File: config.mk
export PLATFORM = sky130hd
export DESIGN_NAME = invpt_lookup
export DESIGN_NICKNAME = d
export VERILOG_FILES = /design/src/rtl/invpt_pkg.sv /design/src/rtl/invpt_entry_store.sv /design/src/rtl/invpt_free_pick.sv /design/src/rtl/invpt_walk_ctrl.sv /design/src/rtl/invpt_lookup.sv
export SDC_FILE = /design/constraint.sdc
export NUM_CORES = 1
export LEC_CHECK = 0
export BUFFER_PORTS_ARGS = -buffer_cell sky130_fd_sc_hd__buf_2
export CAP_MARGIN = 10
export CORE_ASPECT_RATIO = 1.25
export CORE_MARGIN = 8
export CORE_UTILIZATION = 55
export DETAILED_ROUTE_END_ITERATION = 6
export GPL_ROUTABILITY_DRIVEN = 0
export PLACE_DENSITY = 0.82
export SLEW_MARGIN = 20
export SYNTH_ARGS = -nofsm -noshare
export SYNTH_HDL_FRONTEND = slang
export SYNTH_SLANG_ARGS = --single-unit
File: constraint.sdc
create_clock -name clk -period 7.1 [get_ports clk]
set_clock_uncertainty 0.15 [all_clocks]
set_input_delay 0.71 -clock clk [delete_from_list [all_inputs] [get_ports clk]]
set_output_delay 0.71 -clock clk [all_outputs]
set_load 0.03 [all_outputs]
File: src/rtl/invpt_pkg.sv
package invpt_pkg;

  typedef enum logic [1:0] {
    ST_IDLE = 2'd0,
    ST_WALK = 2'd1,
    ST_RESP = 2'd2
  } walk_state_e;

  typedef enum logic {
    OP_LOOKUP = 1'b0,
    OP_INSERT = 1'b1
  } walk_op_e;

endpackage

File: src/rtl/invpt_entry_store.sv
module invpt_entry_store #(
  parameter int N     = 8,
  parameter int VPN_W = 6,
  parameter int PID_W = 2,
  parameter int IDX_W = $clog2(N),
  parameter int PTR_W = IDX_W + 1
) (
  input  logic             clk,
  input  logic             rst_n,
  input  logic [IDX_W-1:0] rd_idx,
  output logic             rd_valid,
  output logic [VPN_W-1:0] rd_vpn,
  output logic [PID_W-1:0] rd_pid,
  output logic             rd_dirty,
  output logic [PTR_W-1:0] rd_next,
  input  logic             new_en,
  input  logic [IDX_W-1:0] new_idx,
  input  logic [VPN_W-1:0] new_vpn,
  input  logic [PID_W-1:0] new_pid,
  input  logic             new_dirty,
  input  logic             link_en,
  input  logic [IDX_W-1:0] link_idx,
  input  logic [PTR_W-1:0] link_ptr,
  output logic [N-1:0]     free_mask
);

  localparam logic [PTR_W-1:0] NULL_PTR = {1'b1, {IDX_W{1'b0}}};

  logic             occ_q   [N];
  logic             dirty_q [N];
  logic [VPN_W-1:0] vpn_q   [N];
  logic [PID_W-1:0] pid_q   [N];
  logic [PTR_W-1:0] next_q  [N];

  for (genvar i = 0; i < N; i++) begin : g_slot
    always_ff @(posedge clk) begin
      if (!rst_n) begin
        occ_q[i]   <= 1'b0;
        dirty_q[i] <= 1'b0;
        vpn_q[i]   <= '0;
        pid_q[i]   <= '0;
        next_q[i]  <= NULL_PTR;
      end else if (new_en && (new_idx == IDX_W'(i))) begin
        occ_q[i]   <= 1'b1;
        dirty_q[i] <= new_dirty;
        vpn_q[i]   <= new_vpn;
        pid_q[i]   <= new_pid;
        next_q[i]  <= NULL_PTR;
      end else if (link_en && (link_idx == IDX_W'(i))) begin
        next_q[i]  <= link_ptr;
      end
    end
  end

  always_comb begin
    for (int i = 0; i < N; i++) free_mask[i] = ~occ_q[i];
  end

  assign rd_valid = occ_q[rd_idx];
  assign rd_vpn   = vpn_q[rd_idx];
  assign rd_pid   = pid_q[rd_idx];
  assign rd_dirty = dirty_q[rd_idx];
  assign rd_next  = next_q[rd_idx];


  new_slot_free_chk: assert property (@(posedge clk) disable iff (!rst_n)
    new_en |-> !occ_q[new_idx]);


  link_at_tail_chk: assert property (@(posedge clk) disable iff (!rst_n)
    link_en |-> (occ_q[link_idx] && next_q[link_idx][PTR_W-1]));

endmodule

File: src/rtl/invpt_free_pick.sv
module invpt_free_pick #(
  parameter int N     = 8,
  parameter int IDX_W = $clog2(N)
) (
  input  logic [N-1:0]     mask,
  output logic             found,
  output logic [IDX_W-1:0] idx
);

  always_comb begin
    found = 1'b0;
    idx   = '0;
    for (int i = N - 1; i >= 0; i--) begin
      if (mask[i]) begin
        found = 1'b1;
        idx   = IDX_W'(i);
      end
    end
  end

endmodule

File: src/rtl/invpt_walk_ctrl.sv
module invpt_walk_ctrl
  import invpt_pkg::*;
#(
  parameter int N     = 8,
  parameter int VPN_W = 6,
  parameter int PID_W = 2,
  parameter int IDX_W = $clog2(N),
  parameter int PTR_W = IDX_W + 1
) (
  input  logic             clk,
  input  logic             rst_n,
  input  logic             lk_valid,
  output logic             lk_ready,
  input  logic [PID_W-1:0] lk_pid,
  input  logic [VPN_W-1:0] lk_vpn,
  output logic             rsp_valid,
  input  logic             rsp_ready,
  output logic             rsp_hit,
  output logic [IDX_W-1:0] rsp_frame,
  output logic             rsp_dirty,
  input  logic             ins_valid,
  output logic             ins_ready,
  input  logic [PID_W-1:0] ins_pid,
  input  logic [VPN_W-1:0] ins_vpn,
  input  logic             ins_dirty,
  output logic             ins_done,
  output logic             ins_ok,
  output logic [IDX_W-1:0] ins_frame,
  output logic [IDX_W-1:0] rd_idx,
  input  logic             rd_valid,
  input  logic [VPN_W-1:0] rd_vpn,
  input  logic [PID_W-1:0] rd_pid,
  input  logic             rd_dirty,
  input  logic [PTR_W-1:0] rd_next,
  input  logic             free_found,
  input  logic [IDX_W-1:0] free_idx,
  output logic             new_en,
  output logic [IDX_W-1:0] new_idx,
  output logic [VPN_W-1:0] new_vpn,
  output logic [PID_W-1:0] new_pid,
  output logic             new_dirty,
  output logic             link_en,
  output logic [IDX_W-1:0] link_idx,
  output logic [PTR_W-1:0] link_ptr
);

  walk_state_e      state_q;
  walk_op_e         op_q;
  logic [VPN_W-1:0] key_vpn_q;
  logic [PID_W-1:0] key_pid_q;
  logic             key_dirty_q;
  logic [IDX_W-1:0] cur_q;
  logic [IDX_W-1:0] steps_q;
  logic             res_hit_q;
  logic             res_ok_q;
  logic             res_dirty_q;
  logic [IDX_W-1:0] res_frame_q;

  logic             idle, walking;
  logic             take_ins, take_lk;
  logic             is_match, chain_end, at_limit;
  logic             finish, fin_hit, fin_ok, fin_dirty;
  logic [IDX_W-1:0] fin_frame;
  logic [IDX_W-1:0] ins_home, lk_home;

  assign idle      = (state_q == ST_IDLE);
  assign walking   = (state_q == ST_WALK);
  assign ins_ready = idle;
  assign lk_ready  = idle && !ins_valid;
  assign take_ins  = ins_valid && idle;
  assign take_lk   = lk_valid && lk_ready;
  assign ins_home  = ins_vpn[IDX_W-1:0];
  assign lk_home   = lk_vpn[IDX_W-1:0];

  assign rd_idx    = cur_q;
  assign is_match  = rd_valid && (rd_vpn == key_vpn_q) && (rd_pid == key_pid_q);
  assign chain_end = rd_next[PTR_W-1];
  assign at_limit  = (steps_q == IDX_W'(N - 1));

  assign new_vpn   = key_vpn_q;
  assign new_pid   = key_pid_q;
  assign new_dirty = key_dirty_q;
  assign link_idx  = cur_q;
  assign link_ptr  = {1'b0, free_idx};

  always_comb begin
    finish    = 1'b0;
    fin_hit   = 1'b0;
    fin_ok    = 1'b0;
    fin_dirty = 1'b0;
    fin_frame = '0;
    new_en    = 1'b0;
    new_idx   = cur_q;
    link_en   = 1'b0;
    if (walking) begin
      if (op_q == OP_LOOKUP) begin
        if (is_match) begin
          finish    = 1'b1;
          fin_hit   = 1'b1;
          fin_frame = cur_q;
          fin_dirty = rd_dirty;
        end else if (!rd_valid || chain_end || at_limit) begin
          finish    = 1'b1;
        end
      end else begin
        if (!rd_valid) begin
          finish    = 1'b1;
          new_en    = 1'b1;
          fin_ok    = 1'b1;
          fin_frame = cur_q;
        end else if (chain_end) begin
          finish = 1'b1;
          if (free_found) begin
            new_en    = 1'b1;
            new_idx   = free_idx;
            link_en   = 1'b1;
            fin_ok    = 1'b1;
            fin_frame = free_idx;
          end
        end else if (at_limit) begin
          finish = 1'b1;
        end
      end
    end
  end

  always_ff @(posedge clk) begin
    if (!rst_n) begin
      state_q     <= ST_IDLE;
      op_q        <= OP_LOOKUP;
      key_vpn_q   <= '0;
      key_pid_q   <= '0;
      key_dirty_q <= 1'b0;
      cur_q       <= '0;
      steps_q     <= '0;
      res_hit_q   <= 1'b0;
      res_ok_q    <= 1'b0;
      res_dirty_q <= 1'b0;
      res_frame_q <= '0;
    end else begin
      unique case (state_q)
        ST_IDLE: begin
          if (take_ins) begin
            op_q        <= OP_INSERT;
            key_vpn_q   <= ins_vpn;
            key_pid_q   <= ins_pid;
            key_dirty_q <= ins_dirty;
            cur_q       <= ins_home;
            steps_q     <= '0;
            state_q     <= ST_WALK;
          end else if (take_lk) begin
            op_q        <= OP_LOOKUP;
            key_vpn_q   <= lk_vpn;
            key_pid_q   <= lk_pid;
            key_dirty_q <= 1'b0;
            cur_q       <= lk_home;
            steps_q     <= '0;
            state_q     <= ST_WALK;
          end
        end
        ST_WALK: begin
          if (finish) begin
            res_hit_q   <= fin_hit;
            res_ok_q    <= fin_ok;
            res_dirty_q <= fin_dirty;
            res_frame_q <= fin_frame;
            state_q     <= ST_RESP;
          end else begin
            cur_q   <= rd_next[IDX_W-1:0];
            steps_q <= steps_q + 1'b1;
          end
        end
        ST_RESP: begin
          if ((op_q == OP_INSERT) || rsp_ready) state_q <= ST_IDLE;
        end
        default: state_q <= ST_IDLE;
      endcase
    end
  end

  assign rsp_valid = (state_q == ST_RESP) && (op_q == OP_LOOKUP);
  assign ins_done  = (state_q == ST_RESP) && (op_q == OP_INSERT);
  assign rsp_hit   = res_hit_q;
  assign rsp_frame = res_frame_q;
  assign rsp_dirty = res_dirty_q;
  assign ins_ok    = res_ok_q;
  assign ins_frame = res_frame_q;

  logic [IDX_W:0] walk_cycles_q;
  always_ff @(posedge clk) begin
    if (!rst_n) walk_cycles_q <= '0;
    else if (walking) walk_cycles_q <= walk_cycles_q + 1'b1;
    else walk_cycles_q <= '0;
  end


  walk_len_chk: assert property (@(posedge clk) disable iff (!rst_n)
    walk_cycles_q <= (IDX_W + 1)'(N));


  no_same_cycle_rsp_chk: assert property (@(posedge clk) disable iff (!rst_n)
    (lk_valid && lk_ready) |=> (!rsp_valid && !ins_done));


  rsp_hold_chk: assert property (@(posedge clk) disable iff (!rst_n)
    (rsp_valid && !rsp_ready) |=> (rsp_valid && $stable(rsp_hit) &&
                                   $stable(rsp_frame) && $stable(rsp_dirty) && !lk_ready));


  miss_zero_chk: assert property (@(posedge clk) disable iff (!rst_n)
    (rsp_valid && !rsp_hit) |-> ((rsp_frame == '0) && !rsp_dirty));


  done_pulse_chk: assert property (@(posedge clk) disable iff (!rst_n)
    ins_done |=> !ins_done);

endmodule

File: src/rtl/invpt_lookup.sv
module invpt_lookup #(
  parameter int NUM_FRAMES = 8,
  parameter int VPN_W      = 6,
  parameter int PID_W      = 2,
  parameter int IDX_W      = $clog2(NUM_FRAMES)
) (
  input  logic             clk,
  input  logic             rst_n,
  input  logic             lk_valid,
  output logic             lk_ready,
  input  logic [PID_W-1:0] lk_pid,
  input  logic [VPN_W-1:0] lk_vpn,
  output logic             rsp_valid,
  input  logic             rsp_ready,
  output logic             rsp_hit,
  output logic [IDX_W-1:0] rsp_frame,
  output logic             rsp_dirty,
  input  logic             ins_valid,
  output logic             ins_ready,
  input  logic [PID_W-1:0] ins_pid,
  input  logic [VPN_W-1:0] ins_vpn,
  input  logic             ins_dirty,
  output logic             ins_done,
  output logic             ins_ok,
  output logic [IDX_W-1:0] ins_frame
);

  localparam int PTR_W = IDX_W + 1;

  logic [IDX_W-1:0]      rd_idx;
  logic                  rd_valid;
  logic [VPN_W-1:0]      rd_vpn;
  logic [PID_W-1:0]      rd_pid;
  logic                  rd_dirty;
  logic [PTR_W-1:0]      rd_next;
  logic                  new_en;
  logic [IDX_W-1:0]      new_idx;
  logic [VPN_W-1:0]      new_vpn;
  logic [PID_W-1:0]      new_pid;
  logic                  new_dirty;
  logic                  link_en;
  logic [IDX_W-1:0]      link_idx;
  logic [PTR_W-1:0]      link_ptr;
  logic [NUM_FRAMES-1:0] free_mask;
  logic                  free_found;
  logic [IDX_W-1:0]      free_idx;

  invpt_entry_store #(
    .N(NUM_FRAMES), .VPN_W(VPN_W), .PID_W(PID_W), .IDX_W(IDX_W), .PTR_W(PTR_W)
  ) u_store (
    .clk(clk), .rst_n(rst_n),
    .rd_idx(rd_idx), .rd_valid(rd_valid), .rd_vpn(rd_vpn), .rd_pid(rd_pid),
    .rd_dirty(rd_dirty), .rd_next(rd_next),
    .new_en(new_en), .new_idx(new_idx), .new_vpn(new_vpn), .new_pid(new_pid),
    .new_dirty(new_dirty),
    .link_en(link_en), .link_idx(link_idx), .link_ptr(link_ptr),
    .free_mask(free_mask)
  );

  invpt_free_pick #(
    .N(NUM_FRAMES), .IDX_W(IDX_W)
  ) u_free (
    .mask(free_mask), .found(free_found), .idx(free_idx)
  );

  invpt_walk_ctrl #(
    .N(NUM_FRAMES), .VPN_W(VPN_W), .PID_W(PID_W), .IDX_W(IDX_W), .PTR_W(PTR_W)
  ) u_walk (
    .clk(clk), .rst_n(rst_n),
    .lk_valid(lk_valid), .lk_ready(lk_ready), .lk_pid(lk_pid), .lk_vpn(lk_vpn),
    .rsp_valid(rsp_valid), .rsp_ready(rsp_ready), .rsp_hit(rsp_hit),
    .rsp_frame(rsp_frame), .rsp_dirty(rsp_dirty),
    .ins_valid(ins_valid), .ins_ready(ins_ready), .ins_pid(ins_pid),
    .ins_vpn(ins_vpn), .ins_dirty(ins_dirty),
    .ins_done(ins_done), .ins_ok(ins_ok), .ins_frame(ins_frame),
    .rd_idx(rd_idx), .rd_valid(rd_valid), .rd_vpn(rd_vpn), .rd_pid(rd_pid),
    .rd_dirty(rd_dirty), .rd_next(rd_next),
    .free_found(free_found), .free_idx(free_idx),
    .new_en(new_en), .new_idx(new_idx), .new_vpn(new_vpn), .new_pid(new_pid),
    .new_dirty(new_dirty),
    .link_en(link_en), .link_idx(link_idx), .link_ptr(link_ptr)
  );

endmodule

==> results of run 1 <==
## stage by stage
stage          util [%]  power, µW  hold slack (ps)  worst slack [ps]  instance area [µm²]
3_3_place_gp      58.21       1248            311.0              2789                 7112
6_report          63.32       2176            333.2              2498                 7736
3_5_place_dp      58.21       1259            316.1              2369                 7112
5_1_grt           63.32       2229            357.7              2272                 7736
2_1_floorplan         -       1181            289.6              3381                 6898
4_1_cts           63.17       2161            330.1              2252                 7719
## layout by cell type, fill, tap and decap left out, drive strengths merged, types with 7 or more instances in the layout
cell      n
dfxtp    29
and2     48
nand2b   10
nor4     10
mux4     16
nor2     48
a21oi     8
o31ai     8
a22oi    11
or2      10
o21ai    20
clkbuf   18
nand2    28
nand3    14
inv      14
clkinv    7
mux2i    40
nor3     32
buf      40
and3      7
edfxtp  110
## sequential cells by signal, summed over array words and instances (netlist names), 3 cells and up, named ones only
name / count
u_walk.new_vpn: 6
u_walk.steps_q: 3
u_store.vpn_q: 48
u_store.next_q: 32
u_store.dirty_q: 8
u_walk.link_idx: 3
u_store.pid_q: 16
u_walk.ins_frame: 3
u_store.occ_q: 8
## layer usage
layer	vias up	share of wire (%)	global-route usage (%)	routed length, µm
li1	2177	-	-	-
met3	90	9.3	5.598	1677
met2	377	49	38.00	8960
met1	2386	34	26.64	6223
met4	0	6.9	14.58	1255
met5	-	0	0	0
## critical path: cells and delay by family, from the launching register on
kind	cells	cell delay [ps]
mux	2	1100
compound gates	1	340
simple gates	4	1590
flops	1	1040
## layout make-up
class / count / area, µm² / share of cell area (%)
Clock inverter: 14 / 177.7 / 2.297
Inverter: 14 / 52.55 / 0.6793
Clock buffer: 18 / 429.2 / 5.547
Sequential cell: 139 / 3886 / 50.23
Timing Repair Buffer: 40 / 215.2 / 2.782
Multi-Input combinational cell: 377 / 2770 / 35.81
Tap cell: 164 / 205.2 / 2.652
## kinds of logic (layout without fill, tap and decap cells)
group                    count (synthesis)  in the layout  share of synthesized area [%]
adder cells (fa/ha/maj)                  2              2                         0.3627
multiplexers                            59             59                          11.57
AND/OR/NAND/NOR                        226            226                          18.36
XOR/XNOR                                 4              4                         0.5078
flip-flops                             139            139                          56.30
buffers and inverters                   49             86                          3.882
AO/OA/AOI/OAI                           86             86                          9.015
## Yosys cell counts (all sizes together) (6+ instances only)
cell    instances  area (µm²)
dfxtp          29       580.6
edfxtp        110        3303
clkbuf         10       37.54
a22oi          11       82.58
o21ai          20       100.1
nor2           48       196.4
inv            14       52.55
nand2          28       105.1
o31ai           8       75.08
a21oi           8       40.04
or2            10       62.57
and3            7       43.79
nand2b         10       62.56
and2           48       302.8
buf            25       177.7
nand4           6       37.54
nor3           32       160.2
nand3          14       70.07
nor4           10       122.6
mux2i          40       404.1
mux4           16       360.4
## power groups by stage
stage | Clock (µW) | Sequential (µW) | Combinational [µW]
final | 918 | 977 | 282
after global routing | 951 | 981 | 297
after CTS | 913 | 975 | 273
after detailed placement | 0 | 991 | 268
after global placement | 0 | 987 | 261
after floorplan | 0 | 950 | 231
## final timing paths
check	from	endpoint	slack (ps)	cells after the start
max	flop	u_store.vpn_q[4][0]	2500	7
min	u_walk.ins_ok	u_walk.ins_ok	330	2
max reg2reg	flop	u_store.vpn_q[4][0]	2500	7
min reg2reg	u_walk.ins_ok	u_walk.ins_ok	330	2
==> impl_results.md, run 1 <==
- Die span in y: 141.2 µm
- Clk_lat worst skew: 430 ps
- Worst EP required: 7040 ps
- Layout cell share with drive strength beyond 1: 17.94%
- Shortest period the worst path allows: 4602 ps
- Prevailing post-synth register cell: edfxtp_1
- CP max stage delay: 1040 ps
- Avg Cell Area, Syn: 12.21 µm²
- Max IR drop VDD: 0.0001787 V
- PortBufs: 34
- Synth unique cells: 58
- Max-Cap Viols: 0
- Setup violators final: 0
- Max clock buf depth: 2
- Sw Ratio: 26.45%
- CTS sink count: 139
- Pre-Repair DR Iteration Count: 7
- Worst path arrival time: 4540 ps
- Outcome: complete, no violations
- Worst-margin pin slew: 1101 ps
- Yosys warns: 0
- Slew HR: 26.58%
- Sequential area share after synthesis: 56.30%
- Post-Syn Area: 6898 µm²
- TritonCTS clock tree: built
- Largest net degree at the start of global routing: 38
- Comb pwr share: 12.9%
- Post-synth EDFFs: 110
- H-tree depth: 4
- Initial Util: 56.46%
- Global-route usage over all layers: 23.23%
- Worst hold path class: flop to flop
- Via count: 5,030
- Fin nets: 613
- Cells after DPL: 733
- Sw power: 575.5 µW
- DRC viols: 0
- Post-CTS sizing: 0
- DR iter-0 viols: 554
- # Post-CTS Setup Buffers: 0
- First-pass GRT wire length: 28,370 µm
- Lkg Pwr: 0.002656 µW
- Initial antenna violation count: 0
- Final hold violations: 0
- Ys async rst share: 0%
- Fin crit share: 64.82%
- Clock Power Share: 42.2%
- Critical Path Source Type: flop
- Crit Path Class: flop to flop
- Setup crit end kind: flop
- Fill count: 862
- # rows: 45
- WL/cell: 23.65 µm
- Layout area overhead: 12.15%
- Avg Vias per Cell: 6.567
- Vias in the first global route: 5,067
- Die width: 116.2 µm
- Post-DP HPWL: 12,900 µm
- Final Non-Filler Cells: 766
- Area of the die: 16,400 µm²
- Grt total ovfl: 0
- PD cells: 281.3 nW/µm²
- Synthesized instance count: 565
- Slew Limit Fails: 0
- Synth Net Count: 589
- Clock root buffer: clkbuf_16
- Slowest cell on crit path: dfxtp_2
- ANT cells: 0
- Reg clk slew, reported paths: 60 ps
- Hold_buf cts: 0
- TritonCTS Buffers: 17
- IO Pins: 35
- Total core area: 12,220 µm²
- ANT nets after route: 0
- Unrepaired setup endpoints after global routing: no
- Max Fclk: 217.3 MHz
- P_int: 1601 µW
- Setup_tns: 0 ps
- Crit path cell chain: mux2i_1 > a22o_1 > or3_4 > nor2_8 > mux2i_2 > nand3_1 > nand2_1
- Sequential Power Share: 44.9%
- Count of state elements after synthesis: 139
- Crit path max fanout: 37
- Final wirelength: 18,120 µm
(Power assumes the default switching activity.)
==> inputs of run 2 (changes only) <==
==> constraint.sdc (replaced) <==
create_clock -name clk -period 4.7 [get_ports clk]
set_clock_uncertainty 0.15 [all_clocks]
set_input_delay 0.47 -clock clk [delete_from_list [all_inputs] [get_ports clk]]
set_output_delay 0.47 -clock clk [all_outputs]
set_load 0.03 [all_outputs]
==> run 2 against run 1 <==
Net effect:
- clock power increased by 41%
- global-route usage increased by 0.22 points
- flip-flop and latch count did not move
- cell count grew 0.78%
- maximum frequency is 16% higher
- critical path depth increased by 1
- via count grew 0.64%
- sequential power is 48% higher
- first-iteration DRC count fell by 7.0%
- largest cell class unchanged
- core utilization grew 0.16 points
- wire length up 2.7%
- combinational power up 64%
- critical endpoint is now u_store.next_q[5][2]
==> impl_results.md, run 2 (synthesis gave the netlist of run 1 again) <==
- Area of the die: 16,400 µm²
- Max Fclk: 252.8 MHz
- Critical Path Source Type: flop
- # Post-CTS Setup Buffers: 0
- Total core area: 12,220 µm²
- Multi-input gate area: 2783 µm²
- CP top delay family: simple AND/OR/NAND/NOR gates
- Setup_tns: 0 ps
- Util after Layout: 63.48%
- Worst path arrival time: 3860 ps
- WHS Path Cells: 3
- CTS sink count: 139
- Min-delay src: ins_dirty
- Worst Hold End: u_walk.new_dirty
- Outcome: complete, no violations
- Top Registers: u_store.vpn_q (48), u_store.next_q (32), u_store.pid_q (16)
- Setup crit end kind: flop
- DR iter-0 viols: 515
- Worst EP required: 4610 ps
- Layout cell share with drive strength beyond 1: 19.08%
- Top reg by flops: u_store.vpn_q
- Shortest period the worst path allows: 3955 ps
- First-pass GRT wire length: 28,280 µm
- Fin nets: 619
- Crit Path Class: flop to flop
- IO Pins: 35
- WL/cell: 24.09 µm
- Largest register FFs: 48
- Initial antenna violation count: 0
- Avg Vias per Cell: 6.557
- Unrepaired setup endpoints after global routing: no
- Final wirelength: 18,600 µm
- Buf/Inv on CP: 1
- Global-route usage over all layers: 23.45%
- Die width: 116.2 µm
- Clk_lat worst skew: 420 ps
- Reg2reg path depth: 8
- ANT cells: 0
- TritonCTS Buffers: 17
- # rows: 45
- Final hold violations: 0
- Lkg Pwr: 0.002671 µW
- Post-DP HPWL: 13,660 µm
- PortBufs: 34
- DRC viols: 0
- Die span in y: 141.2 µm
- Slew HR: 30.23%
- Most frequent cells in the layout: edfxtp_1, nor2_1, and2_1
- Clock root buffer: clkbuf_16
- Via count: 5,062
- Reg clk slew, reported paths: 60 ps
- RR Endpoint: u_store.next_q[5][2]
- Max clock buf depth: 2
- Worst hold path class: input pin to flop
- Setup violators final: 0
- Register-to-register setup slack: 740 ps
- Initial Util: 56.46%
- Fin crit share: 84.16%
- Max-Cap Viols: 0
- Fill count: 906
- Register area: 3885 µm²
- Post-CTS sizing: 0
- CP max stage delay: 580 ps
- Vias in the first global route: 5,004
- Slew Limit Fails: 0
- Crit path max fanout: 14
- PD cells: 412.5 nW/µm²
- H-tree depth: 4
- Worst-margin pin slew: 1039 ps
- ANT nets after route: 0
- Pre-Repair DR Iteration Count: 7
- Max IR drop VDD: 0.0002808 V
- Grt total ovfl: 0
- Hold_buf cts: 0
- Slowest cell on crit path: o221ai_1
- TritonCTS clock tree: built
- Largest net degree at the start of global routing: 38
- Crit path cell chain: buf_4 > nor2b_1 > a22o_1 > or2_0 > a22oi_1 > nor2_1 > nand2_1 > o221ai_1
- Commonest non-fill, non-tap cell in the layout: edfxtp_1
- Layout area overhead: 12.44%
[run 2: cell count changes in the layout (fill, tap and decap cells not counted), moves of 2 or more]
cell and change:
clkinv_2 +2, bufinv_16 -2, buf_4 +6, clkinv_1 -3
[run 2: worst min-delay path, stage by stage]
cell,delay (ps)
buf_2,80
a22oi_1,60
nor2_1,80
[run 2: worst max-delay path by stage]
stage | depth (start not counted) | from | to | slack [ps]
floorplan | 10 | flop | u_store.next_q[0][0] | 980
finish | 8 | flop | u_store.next_q[5][2] | 740
global placement | 8 | flop | u_store.next_q[3][0] | 940
CTS | 7 | flop | u_store.next_q[6][0] | 580
global route | 8 | flop | u_store.next_q[5][1] | 530
detailed placement | 7 | flop | u_store.next_q[6][0] | 650
[run 2: power breakdown]
part           internal, µW  switching [µW]  total (µW)
clock network           789             498        1290
registers              1380            67.7        1450
logic                   165             298         463
total                  2340             865        3200
[run 2: stage by stage]
| step | cell area (µm²) | std cells | total power, µW | hold slack, ps | worst slack, ps |
|---|---|---|---|---|---|
| floorplan | 6898 | 565 | 1785 | 289.6 | 980.8 |
| global placement | 7164 | 740 | 1897 | 310.6 | 935.3 |
| detailed placement | 7173 | 740 | 1915 | 319.9 | 647.5 |
| CTS | 7744 | 772 | 3179 | 144.6 | 576.5 |
| global route | 7756 | 772 | 3280 | 172.4 | 528.8 |
| finish | 7756 | 772 | 3200 | 151.3 | 744.7 |
[run 2: layer usage]
metal / vias to the layer above / GRT usage (%) / wire (µm)
li1: 2189 / - / -
met1: 2428 / 25.82 / 6608
met2: 352 / 39.22 / 9432
met3: 93 / 5.427 / 1392
met4: 0 / 15.81 / 1166
met5: - / 0 / 0
[run 2: cell type report]
| cell class | count | share of cell area [%] |
|---|---|---|
| clock buffers | 20 | 5.759 |
| flip-flops and latches | 139 | 50.09 |
| clock inverters | 12 | 1.597 |
| well taps | 164 | 2.646 |
| repair buffers | 46 | 3.355 |
| inverters | 14 | 0.6775 |
| multi-input cells | 377 | 35.88 |
